$ cat src/rtl/brlink_pkg.sv
package brlink_pkg;

  typedef enum logic [1:0] {
    OPK_PLAIN  = 2'd0,
    OPK_SKIP   = 2'd1,
    OPK_JAL    = 2'd2,
    OPK_PLAIN2 = 2'd3
  } opk_e;

  typedef enum logic [2:0] {
    CND_EQ   = 3'd0,
    CND_NE   = 3'd1,
    CND_RSV2 = 3'd2,
    CND_RSV3 = 3'd3,
    CND_LT   = 3'd4,
    CND_GE   = 3'd5,
    CND_LTU  = 3'd6,
    CND_GEU  = 3'd7
  } cnd_e;

endpackage

$ cat src/rtl/brlink_cond_eval.sv
module brlink_cond_eval
  import brlink_pkg::*;
#(
  parameter int XLEN = 16
) (
  input  logic [2:0]      cond_i,
  input  logic [XLEN-1:0] a_i,
  input  logic [XLEN-1:0] b_i,
  output logic            take_o
);

  logic eq_w, slt_w, ult_w;

  assign eq_w  = (a_i == b_i);
  assign slt_w = ($signed(a_i) < $signed(b_i));
  assign ult_w = (a_i < b_i);

  always_comb begin
    take_o = 1'b0;
    case (cnd_e'(cond_i))
      CND_EQ:  take_o = eq_w;
      CND_NE:  take_o = !eq_w;
      CND_LT:  take_o = slt_w;
      CND_GE:  take_o = !slt_w;
      CND_LTU: take_o = ult_w;
      CND_GEU: take_o = !ult_w;
      default: take_o = 1'b0;
    endcase
  end


  always_comb begin
    rsv_never_chk: assert (!(cond_i[2:1] == 2'b01 && take_o));
  end

endmodule

$ cat src/rtl/brlink_target_gen.sv
module brlink_target_gen #(
  parameter int XLEN       = 16,
  parameter int JIMM_W     = 11,
  parameter int INSN_BYTES = 2
) (
  input  logic [XLEN-1:0]   pc_i,
  input  logic [XLEN-1:0]   opnd2_i,
  input  logic [JIMM_W-1:0] jimm_i,
  input  logic              use_rs2_i,
  output logic [XLEN-1:0]   seq_pc_o,
  output logic [XLEN-1:0]   jal_tgt_o,
  output logic              misalign_o
);

  localparam int              SHIFT  = $clog2(INSN_BYTES);
  localparam logic [XLEN-1:0] STEP_V = XLEN'(INSN_BYTES);
  localparam logic [XLEN-1:0] AMASK  = XLEN'(INSN_BYTES - 1);

  logic [XLEN-1:0] jext_w;
  logic [XLEN-1:0] rel_w;
  logic [XLEN-1:0] reg_w;

  assign seq_pc_o = pc_i + STEP_V;
  assign jext_w   = {{(XLEN-JIMM_W){jimm_i[JIMM_W-1]}}, jimm_i};
  assign rel_w    = seq_pc_o + (jext_w << SHIFT);
  assign reg_w    = opnd2_i & ~AMASK;

  assign jal_tgt_o  = use_rs2_i ? reg_w : rel_w;
  assign misalign_o = use_rs2_i && ((opnd2_i & AMASK) != '0);


  always_comb begin
    reg_aligned_chk: assert (!use_rs2_i || ((jal_tgt_o & AMASK) == '0));
  end

endmodule

$ cat src/rtl/brlink_pc_unit.sv
module brlink_pc_unit
  import brlink_pkg::*;
#(
  parameter int              XLEN       = 16,
  parameter int              JIMM_W     = 11,
  parameter int              INSN_BYTES = 2,
  parameter logic [XLEN-1:0] RESET_PC   = '0
) (
  input  logic              clk,
  input  logic              rst,
  input  logic              step_i,
  input  logic [XLEN-1:0]   pc_i,
  input  logic [1:0]        op_kind_i,
  input  logic [2:0]        cond_i,
  input  logic [XLEN-1:0]   rs1_i,
  input  logic [XLEN-1:0]   opnd2_i,
  input  logic [JIMM_W-1:0] jimm_i,
  input  logic              use_rs2_i,
  input  logic              is_prefix_i,
  output logic [XLEN-1:0]   npc_o,
  output logic              link_we_o,
  output logic [XLEN-1:0]   link_val_o,
  output logic              skip_pend_o,
  output logic              misalign_o
);

  localparam logic [XLEN-1:0] STEP_V = XLEN'(INSN_BYTES);

  logic            take_w;
  logic [XLEN-1:0] seq_pc_w, jal_tgt_w;
  logic            tgt_mis_w;

  logic [XLEN-1:0] npc_d;
  logic            lw_d, pend_d, mis_d;

  logic [XLEN-1:0] npc_q, link_val_q;
  logic            link_we_q, pend_q, mis_q;

  brlink_cond_eval #(.XLEN(XLEN)) u_cond (
    .cond_i (cond_i),
    .a_i    (rs1_i),
    .b_i    (opnd2_i),
    .take_o (take_w)
  );

  brlink_target_gen #(
    .XLEN(XLEN), .JIMM_W(JIMM_W), .INSN_BYTES(INSN_BYTES)
  ) u_tgt (
    .pc_i       (pc_i),
    .opnd2_i    (opnd2_i),
    .jimm_i     (jimm_i),
    .use_rs2_i  (use_rs2_i),
    .seq_pc_o   (seq_pc_w),
    .jal_tgt_o  (jal_tgt_w),
    .misalign_o (tgt_mis_w)
  );

  always_comb begin
    npc_d  = seq_pc_w;
    lw_d   = 1'b0;
    pend_d = 1'b0;
    mis_d  = 1'b0;
    if (pend_q) begin
      pend_d = is_prefix_i;
    end else begin
      case (opk_e'(op_kind_i))
        OPK_SKIP: pend_d = take_w;
        OPK_JAL: begin
          lw_d  = 1'b1;
          npc_d = jal_tgt_w;
          mis_d = tgt_mis_w;
        end
        default: ;
      endcase
    end
  end

  always_ff @(posedge clk) begin
    if (rst) begin
      npc_q      <= RESET_PC;
      link_we_q  <= 1'b0;
      link_val_q <= '0;
      pend_q     <= 1'b0;
      mis_q      <= 1'b0;
    end else begin
      link_we_q <= 1'b0;
      if (step_i) begin
        npc_q     <= npc_d;
        link_we_q <= lw_d;
        pend_q    <= pend_d;
        mis_q     <= mis_d;
        if (lw_d) link_val_q <= seq_pc_w;
      end
    end
  end

  assign npc_o       = npc_q;
  assign link_we_o   = link_we_q;
  assign link_val_o  = link_val_q;
  assign skip_pend_o = pend_q;
  assign misalign_o  = mis_q;


  seq_advance_chk: assert property (@(posedge clk) disable iff (rst)
    (step_i && !pend_q && !op_kind_i[0] && !op_kind_i[1])
      |=> (npc_o == $past(pc_i) + STEP_V && !link_we_o));


  rsv_no_pend_chk: assert property (@(posedge clk) disable iff (rst)
    (step_i && !pend_q && op_kind_i == 2'd1 && cond_i[2:1] == 2'b01)
      |=> !skip_pend_o);


  squash_no_link_chk: assert property (@(posedge clk) disable iff (rst)
    (step_i && pend_q) |=> (!link_we_o && !misalign_o));


  prefix_extend_chk: assert property (@(posedge clk) disable iff (rst)
    (step_i && pend_q && is_prefix_i) |=> skip_pend_o);


  link_value_chk: assert property (@(posedge clk) disable iff (rst)
    (step_i && !pend_q && op_kind_i == 2'd2)
      |=> (link_we_o && link_val_o == $past(pc_i) + STEP_V));


  idle_hold_chk: assert property (@(posedge clk) disable iff (rst)
    !step_i |=> ($stable(npc_o) && $stable(skip_pend_o) && !link_we_o));

endmodule

$ cat config.mk
export PLATFORM = sky130hd
export DESIGN_NAME = brlink_pc_unit
export DESIGN_NICKNAME = d
export VERILOG_FILES = /design/src/rtl/brlink_pkg.sv /design/src/rtl/brlink_cond_eval.sv /design/src/rtl/brlink_target_gen.sv /design/src/rtl/brlink_pc_unit.sv
export SDC_FILE = /design/constraint.sdc
export NUM_CORES = 1
export LEC_CHECK = 0
export ABC_AREA = 1
export BUFFER_PORTS_ARGS = -buffer_cell sky130_fd_sc_hd__buf_2
export CORE_MARGIN = 10
export CORE_UTILIZATION = 45
export CTS_CLUSTER_SIZE = 28
export DETAILED_ROUTE_END_ITERATION = 16
export GPL_TIMING_DRIVEN = 0
export PLACE_DENSITY = 0.73
export SLEW_MARGIN = 15
export SYNTH_ARGS = -nofsm -noshare
export SYNTH_HDL_FRONTEND = slang
export SYNTH_SLANG_ARGS = --single-unit
$ cat constraint.sdc
create_clock -name clk -period 6.31 [get_ports clk]
set_clock_uncertainty 0.05 [all_clocks]
set_input_delay 1.262 -clock clk [delete_from_list [all_inputs] [get_ports clk]]
set_output_delay 1.262 -clock clk [all_outputs]
set_load 0.05 [all_outputs]
# After elaboration in Yosys (flattened, before gate mapping)
# Cells that the tools add are included.
[totals]
reg_bits = 35
latchBits = 0
ramBits = 0
romBits = 0
input_bits = 69
out_inout_bits = 35
word_cells = 35
mem_count = 0
[op_classes]
n_addsub = 2
mul = 0
n_div = 0
n_lt_le_gt_ge = 2
eq_ne = 8
n_shift = 0
muxes = 10
n_bitwise = 1
n_reduce_logical = 7
[ops]
columns = ["cell", "n"]
rows = [
  ["$mux W16", 3],
  ["$lt A16 B16 Y1", 2],
  ["$add A16 B16 Y16", 1],
  ["$add A16 B2 Y16 const B", 1],
  ["$eq A16 B16 Y1", 1],
  ["$eq A3 B3 Y1 const B", 4],
  ["$mux W1", 6],
  ["$pmux W1 S6", 1],
  ["$eq A3 B1 Y1 const B", 1],
  ["$logic_not A1 Y1", 3],
  ["$logic_not A3 Y1", 1],
  ["$eq A2 B1 Y1 const B", 1],
  ["$eq A2 B2 Y1 const B", 1],
  ["$reduce_and A2 Y1", 1],
  ["$reduce_or A2 Y1", 1],
  ["$logic_and A1 B1 Y1", 1],
  ["$not A1 Y1", 1],
]

# Depth between registers and ports, before layout
[logic_depth]
ltp_word = 5
ltp_mapped = 23
depth_no_buf = 23

# Cells and area by module
# From an unflattened synthesis, not the netlist that was laid out.
[unflattened]
hier_cells = 567
area_unflattened_um2 = 3468.3
[modules_own_cells]
columns = ["module", "n_inst", "cells_each", "area_per_inst_um2", "seq_area_each_um2"]
rows = [
  ["brlink_pc_unit", 1, 226, 1602.8, 700.7],
  ["brlink_target_gen", 1, 246, 1318.8, 0.0],
  ["brlink_cond_eval", 1, 95, 546.8, 0.0],
]

# Least setup slack after synthesis
# No wires, ideal clock.
[synth_path]
kind = "input to register"
from = "input port pc_i[2]"
to = "register npc_q[15], in the netlist npc_o[15]"
setup_time_ps = 118
arrival_ps = 3179
required_ps = 6142
slack_ps = 2963
cell_stages = 21
path_buffers = 0
cell_sequence = "nand3_2 nor2_2 nand2_2 nor2_2 nand2_1 inv_2 nand2_2 nand2_1 inv_1 nor2_2 inv_1 ha_1 a21o_1 a21oi_1 nor2_1 nor2_1 o21ai_0 nand3_1 nand3_1 a21oi_1 nor2_1"
[synth_between]
elab_chain_len = 5
[synth_rtl]
columns = ["element", "line", "text"]
rows = [
  ["start, declared", "brlink_pc_unit.sv:12", "input logic [XLEN-1:0] pc_i,"],
  ["$add A16 B2 Y16", "brlink_target_gen.sv:23", "assign seq_pc_o = pc_i + STEP_V;"],
  ["named net seq_pc_w[10]", "brlink_pc_unit.sv:30", "logic [XLEN-1:0] seq_pc_w, jal_tgt_w;"],
  ["$add A16 B16 Y16", "brlink_target_gen.sv:25", "assign rel_w = seq_pc_o + (jext_w << SHIFT);"],
  ["$mux W16", "brlink_target_gen.sv:28", "assign jal_tgt_o = use_rs2_i ? reg_w : rel_w;"],
  ["$mux W16", "brlink_pc_unit.sv:66", "case (opk_e'(op_kind_i))"],
  ["$mux W16", "brlink_pc_unit.sv:63", "if (pend_q) begin"],
  ["end signal, assigned", "brlink_pc_unit.sv:88", "npc_q <= npc_d;"],
  ["end, declared", "brlink_pc_unit.sv:36", "logic [XLEN-1:0] npc_q, link_val_q;"],
]
# The timed path passes the listed nets, and every way through them passes these cells.
# A chain may end at the register's enable or synchronous reset.

# Worst setup path in the final report
[layout_path]
from = "input port pc_i[1]"
to = "register npc_q[15], in the netlist npc_o[15]"
# Same word-level chain as after synthesis.

==> insert_results.sql <==
INSERT INTO impl_metrics (metric_group, metric, value, unit) VALUES
('finish', 'insertedDiodeCount', '0', ''),
('cts', 'htreeDepth', '2', ''),
('finish', 'final_core_util', '58.3', '%'),
('floorplan', 'io_pins', '104', ''),
('placement', 'dp.final_hpwl', '8410', 'um'),
('synthesis', 'syn_nets', '570', ''),
('finish', 'final_layout_size_suffix_gt1_share', '23.3', '%'),
('synthesis', 'syn_area_per_cell', '6.56', 'um2'),
('sta', 'final.hold.worst_slack', '0.416', 'ns'),
('sta', 'final_max_slew_viol_count', '0', ''),
('floorplan', 'floorplan.initialDensity', '47.3', '%'),
('synthesis', 'post_syn_instances', '466', ''),
('placement', 'postPlaceCellArea', '0.00366', 'mm2'),
('placement', 'io_port_bufs', '102', ''),
('sta', 'final_setup_violating_endpoints', '0', ''),
('placement', 'dpl_worst_slack', '2.35', 'ns'),
('cts', 'tritoncts.num_buffers', '5', ''),
('finish', 'num-nets-final', '679', ''),
('synthesis', 'synth.cell_area', '0.00306', 'mm2'),
('run', 'cap_viol_max_count', '0', ''),
('floorplan', 'dieArea', '0.0105', 'mm2'),
('sta', 'fin_ws', '2.61', 'ns'),
('cts', 'ctsResizeCount', '0', ''),
('pwr', 'power.density', '184', 'mW/mm2'),
('cts', 'numClockSinks', '35', ''),
('worst_setup_path', 'endpoint_kind', 'flip-flop', ''),
('detailed_routing', 'ant_nets', '0', ''),
('sta', 'min_period_over_period', '58.7', '%'),
('cts', 'cts_setup_buffers', '0', ''),
('cts', 'clock_path_buffers', '2', ''),
('floorplan', 'core_area', '0.00646', 'mm2'),
('worst_setup_path', 'worst_r2r_path_depth', '7', ''),
('floorplan', 'die-width', '102', 'um'),
('cts', 'clk_pin_slew_worst_setup_hold_paths', '0.08', 'ns'),
('grt', 'grt_first_pass_wirelength', '15800', 'um'),
('grt', 'globalRoute.busiestLayer', 'met2', ''),
('worst_setup_path', 'critical_path.max_fanout', '5', ''),
('grt', 'grt_start_max_net_pins', '12', ''),
('worst_setup_path', 'critical_path.startpoint', 'pc_i[1]', ''),
('sta', 'relSlewSlack', '62.6', '%'),
('pwr', 'vdd.ir_drop.worst', '91.2', 'uV'),
('detailed_routing', 'routed-via-count', '3446', ''),
('sta', 'timing_worst_slew_pin_value', '0.557', 'ns'),
('status', 'status', 'finished, final reports clean', ''),
('worst_setup_path', 'rr_endpoint', 'link_val_o[15]$_SDFFE_PP0P_', ''),
('floorplan', 'placement_rows', '29', ''),
('finish', 'final_instance_area', '0.00377', 'mm2'),
('synthesis', 'synthDistinctLibCells', '36', ''),
('worst_setup_path', 'worst_ep_required_time', '6.45', 'ns'),
('detailed_routing', 'routed_wl', '10100', 'um'),
('grt', 'globalRouteMet2Util', '32.9', '%'),
('min_path', 'timing.hold.worst.class', 'reg2reg', ''),
('detailed_routing', 'wl_per_cell', '15.4', 'um'),
('finish', 'num-fill-cells', '657', ''),
('synthesis', 'postSynthRegisterBits', '35', ''),
('worst_setup_path', 'worst-r2r-setup-slack', '4.48', 'ns'),
('worst_setup_path', 'critical_path_arrival', '3.84', 'ns'),
('worst_setup_path', 'setup.worst_path.start_class', 'primary input', ''),
('worst_setup_path', 'worst-setup-path-type', 'in2reg', ''),
('detailed_routing', 'drt_iter0_drc', '193', ''),
('pwr', 'total_leakage_power', '0.00210', 'uW'),
('detailed_routing', 'post-route-drc-count', '0', ''),
('worst_setup_path', 'worstReg2RegStart', 'skip_pend_o$_SDFFE_PP0P_', ''),
('grt', 'grt_usage', '18.6', '%'),
('detailed_routing', 'drt_pass1_iterations', '4', ''),
('synthesis', 'synth_seq_area_share', '22.9', '%'),
('cts', 'cts.root.buffer_cell', 'sky130_fd_sc_hd__clkbuf_8', ''),
('worst_setup_path', 'setup.worst_path.end', 'npc_o[15]$_SDFFE_PP0P_', ''),
('grt', 'globalRouteMet3Util', '3.98', '%'),
('sta', 'timing.final.hold_violations', '0', ''),
('detailed_routing', 'avgViaCountPerCell', '5.28', '');
==> cell usage after synthesis <==
library cell	n	area, um2
sky130_fd_sc_hd__nand2_1	75	282
sky130_fd_sc_hd__inv_1	73	274
sky130_fd_sc_hd__a21oi_1	51	255
sky130_fd_sc_hd__nor2_1	47	176
sky130_fd_sc_hd__o21ai_0	43	215
sky130_fd_sc_hd__dfxtp_1	35	701
sky130_fd_sc_hd__ha_1	34	425
sky130_fd_sc_hd__nand3_1	23	115
sky130_fd_sc_hd__xor2_1	10	87.6
sky130_fd_sc_hd__clkbuf_1	9	33.8
sky130_fd_sc_hd__o21ai_1	8	40.0
sky130_fd_sc_hd__xnor2_1	8	70.1
sky130_fd_sc_hd__a21o_1	4	30.0
sky130_fd_sc_hd__nand2_2	4	25.0
sky130_fd_sc_hd__nand4_1	4	25.0
sky130_fd_sc_hd__nor2_2	4	25.0
sky130_fd_sc_hd__a221oi_1	3	26.3
sky130_fd_sc_hd__buf_2	3	15.0
sky130_fd_sc_hd__nand3_2	3	30.0
sky130_fd_sc_hd__o21ai_2	3	26.3
sky130_fd_sc_hd__o21bai_1	3	22.5
sky130_fd_sc_hd__a31oi_1	2	12.5
sky130_fd_sc_hd__inv_2	2	7.51
sky130_fd_sc_hd__nor2_4	2	22.5
sky130_fd_sc_hd__o221ai_1	2	17.5
sky130_fd_sc_hd__a2111oi_0	1	8.76
sky130_fd_sc_hd__a21boi_0	1	7.51
sky130_fd_sc_hd__a21boi_1	1	7.51
sky130_fd_sc_hd__a21boi_2	1	11.3
sky130_fd_sc_hd__a21oi_2	1	8.76
sky130_fd_sc_hd__a22oi_1	1	7.51
sky130_fd_sc_hd__fa_1	1	20.0
sky130_fd_sc_hd__nand3b_1	1	7.51
sky130_fd_sc_hd__nor3_1	1	5.00
sky130_fd_sc_hd__o211ai_1	1	7.51
sky130_fd_sc_hd__or2_2	1	6.26
==> critical path: stages <==
cell,delay (ns)
sky130_fd_sc_hd__buf_2,0.13
sky130_fd_sc_hd__nand3_2,0.09
sky130_fd_sc_hd__nor2_2,0.15
sky130_fd_sc_hd__nand2_2,0.09
sky130_fd_sc_hd__nor2_2,0.11
sky130_fd_sc_hd__nand2_1,0.07
sky130_fd_sc_hd__inv_2,0.06
sky130_fd_sc_hd__nand2_2,0.06
sky130_fd_sc_hd__nand2_1,0.06
sky130_fd_sc_hd__inv_1,0.04
sky130_fd_sc_hd__nor2_2,0.24
sky130_fd_sc_hd__inv_1,0.08
sky130_fd_sc_hd__ha_1,0.37
sky130_fd_sc_hd__nand2_1,0.12
sky130_fd_sc_hd__nor2_1,0.18
sky130_fd_sc_hd__nand2_1,0.08
sky130_fd_sc_hd__o21ai_0,0.21
sky130_fd_sc_hd__inv_1,0.07
sky130_fd_sc_hd__nand2_1,0.06
sky130_fd_sc_hd__nand3_1,0.11
sky130_fd_sc_hd__a21oi_1,0.16
sky130_fd_sc_hd__nor2_1,0.05
==> cell usage in the layout (no fill, tap or decap), types with 2 or more instances in the layout <==
cell type                  Yosys  layout
sky130_fd_sc_hd__o221ai_1      2       2
sky130_fd_sc_hd__nand3_1      23      23
sky130_fd_sc_hd__xor2_1       10      10
sky130_fd_sc_hd__a31oi_1       2       2
sky130_fd_sc_hd__xnor2_1       8       8
sky130_fd_sc_hd__nor2_4        2       2
sky130_fd_sc_hd__nor2_1       47      47
sky130_fd_sc_hd__o21ai_0      43      43
sky130_fd_sc_hd__nand2_1      75      75
sky130_fd_sc_hd__nand3_2       3       3
sky130_fd_sc_hd__inv_2         2       2
sky130_fd_sc_hd__o21ai_1       8       8
sky130_fd_sc_hd__clkbuf_1      9       9
sky130_fd_sc_hd__buf_2         3     105
sky130_fd_sc_hd__a21oi_1      51      51
sky130_fd_sc_hd__nand2_2       4       4
sky130_fd_sc_hd__a221oi_1      3       3
sky130_fd_sc_hd__dfxtp_1      35      35
sky130_fd_sc_hd__inv_1        73      73
sky130_fd_sc_hd__clkbuf_8      0       7
sky130_fd_sc_hd__ha_1         34      34
sky130_fd_sc_hd__o21bai_1      3       3
sky130_fd_sc_hd__o21ai_2       3       3
sky130_fd_sc_hd__nor2_2        4       4
sky130_fd_sc_hd__a21o_1        4       4
sky130_fd_sc_hd__nand4_1       4       4
==> report_power, final <==
part           leakage [uW]  total, uW  switching, uW  internal (uW)
clock network     0.0000505        183           83.6           99.3
logic               0.00176        267            178           89.1
registers          0.000288        242           7.14            235
total               0.00210        692            269            423
==> final cells by class <==
| class | count | area, um2 | area share, % |
|---|---|---|---|
| clock buffer | 7 | 96.3 | 2.56 |
| inverter | 75 | 282 | 7.47 |
| buffer | 12 | 48.8 | 1.29 |
| timing repair buffer | 102 | 510 | 13.5 |
| clock inverter | 1 | 7.51 | 0.199 |
| sequential | 35 | 701 | 18.6 |
| tap | 77 | 96.3 | 2.56 |
| multi-input combinational | 344 | 2030 | 53.8 |
==> how the worst min path moves through the flow <==
stage,endpoint,slack (ns),depth (start not counted),from
after floorplan,link_val_o[0]$_SDFFE_PP0P_,0.64,2,link_val_o[0]$_SDFFE_PP0P_
after global placement,link_val_o[0]$_SDFFE_PP0P_,0.40,2,link_val_o[0]$_SDFFE_PP0P_
after detailed placement,link_val_o[0]$_SDFFE_PP0P_,0.40,2,link_val_o[0]$_SDFFE_PP0P_
after CTS,link_val_o[0]$_SDFFE_PP0P_,0.41,2,link_val_o[0]$_SDFFE_PP0P_
after global routing,link_val_o[0]$_SDFFE_PP0P_,0.44,2,link_val_o[0]$_SDFFE_PP0P_
final,link_val_o[0]$_SDFFE_PP0P_,0.42,2,link_val_o[0]$_SDFFE_PP0P_
==> state kept, by name (all words and copies together), names as in the netlist <==
register     flops
link_val_o      16
link_we_o        1
misalign_o       1
npc_o           16
skip_pend_o      1
==> routing by layer <==
| metal | vias up | routed length, um |
|---|---|---|
| met4 | 0 | 200 |
| met3 | 15 | 669 |
| li1 | 1755 | - |
| met2 | 107 | 4930 |
| met1 | 1569 | 4290 |
| met5 | - | 0 |
==> cell families (layout without fill, tap and decap cells) <==
family | count (synthesis) | in the layout | share of synthesized area [%]
AND/OR/NAND/NOR | 165 | 165 | 23.5
adder cells (fa/ha/maj) | 35 | 35 | 14.6
buffers and inverters | 87 | 197 | 10.8
XOR/XNOR | 18 | 18 | 5.16
flip-flops | 35 | 35 | 22.9
AO/OA/AOI/OAI | 126 | 126 | 23.0
==> stage by stage <==
stage / cells / power [uW]
2_1_floorplan: 466 / 429
3_5_place_dp: 645 / 511
4_1_cts: 653 / 693
6_report: 653 / 692
5_1_grt: 653 / 734
3_3_place_gp: 645 / 508
(Power assumes the default switching activity.)
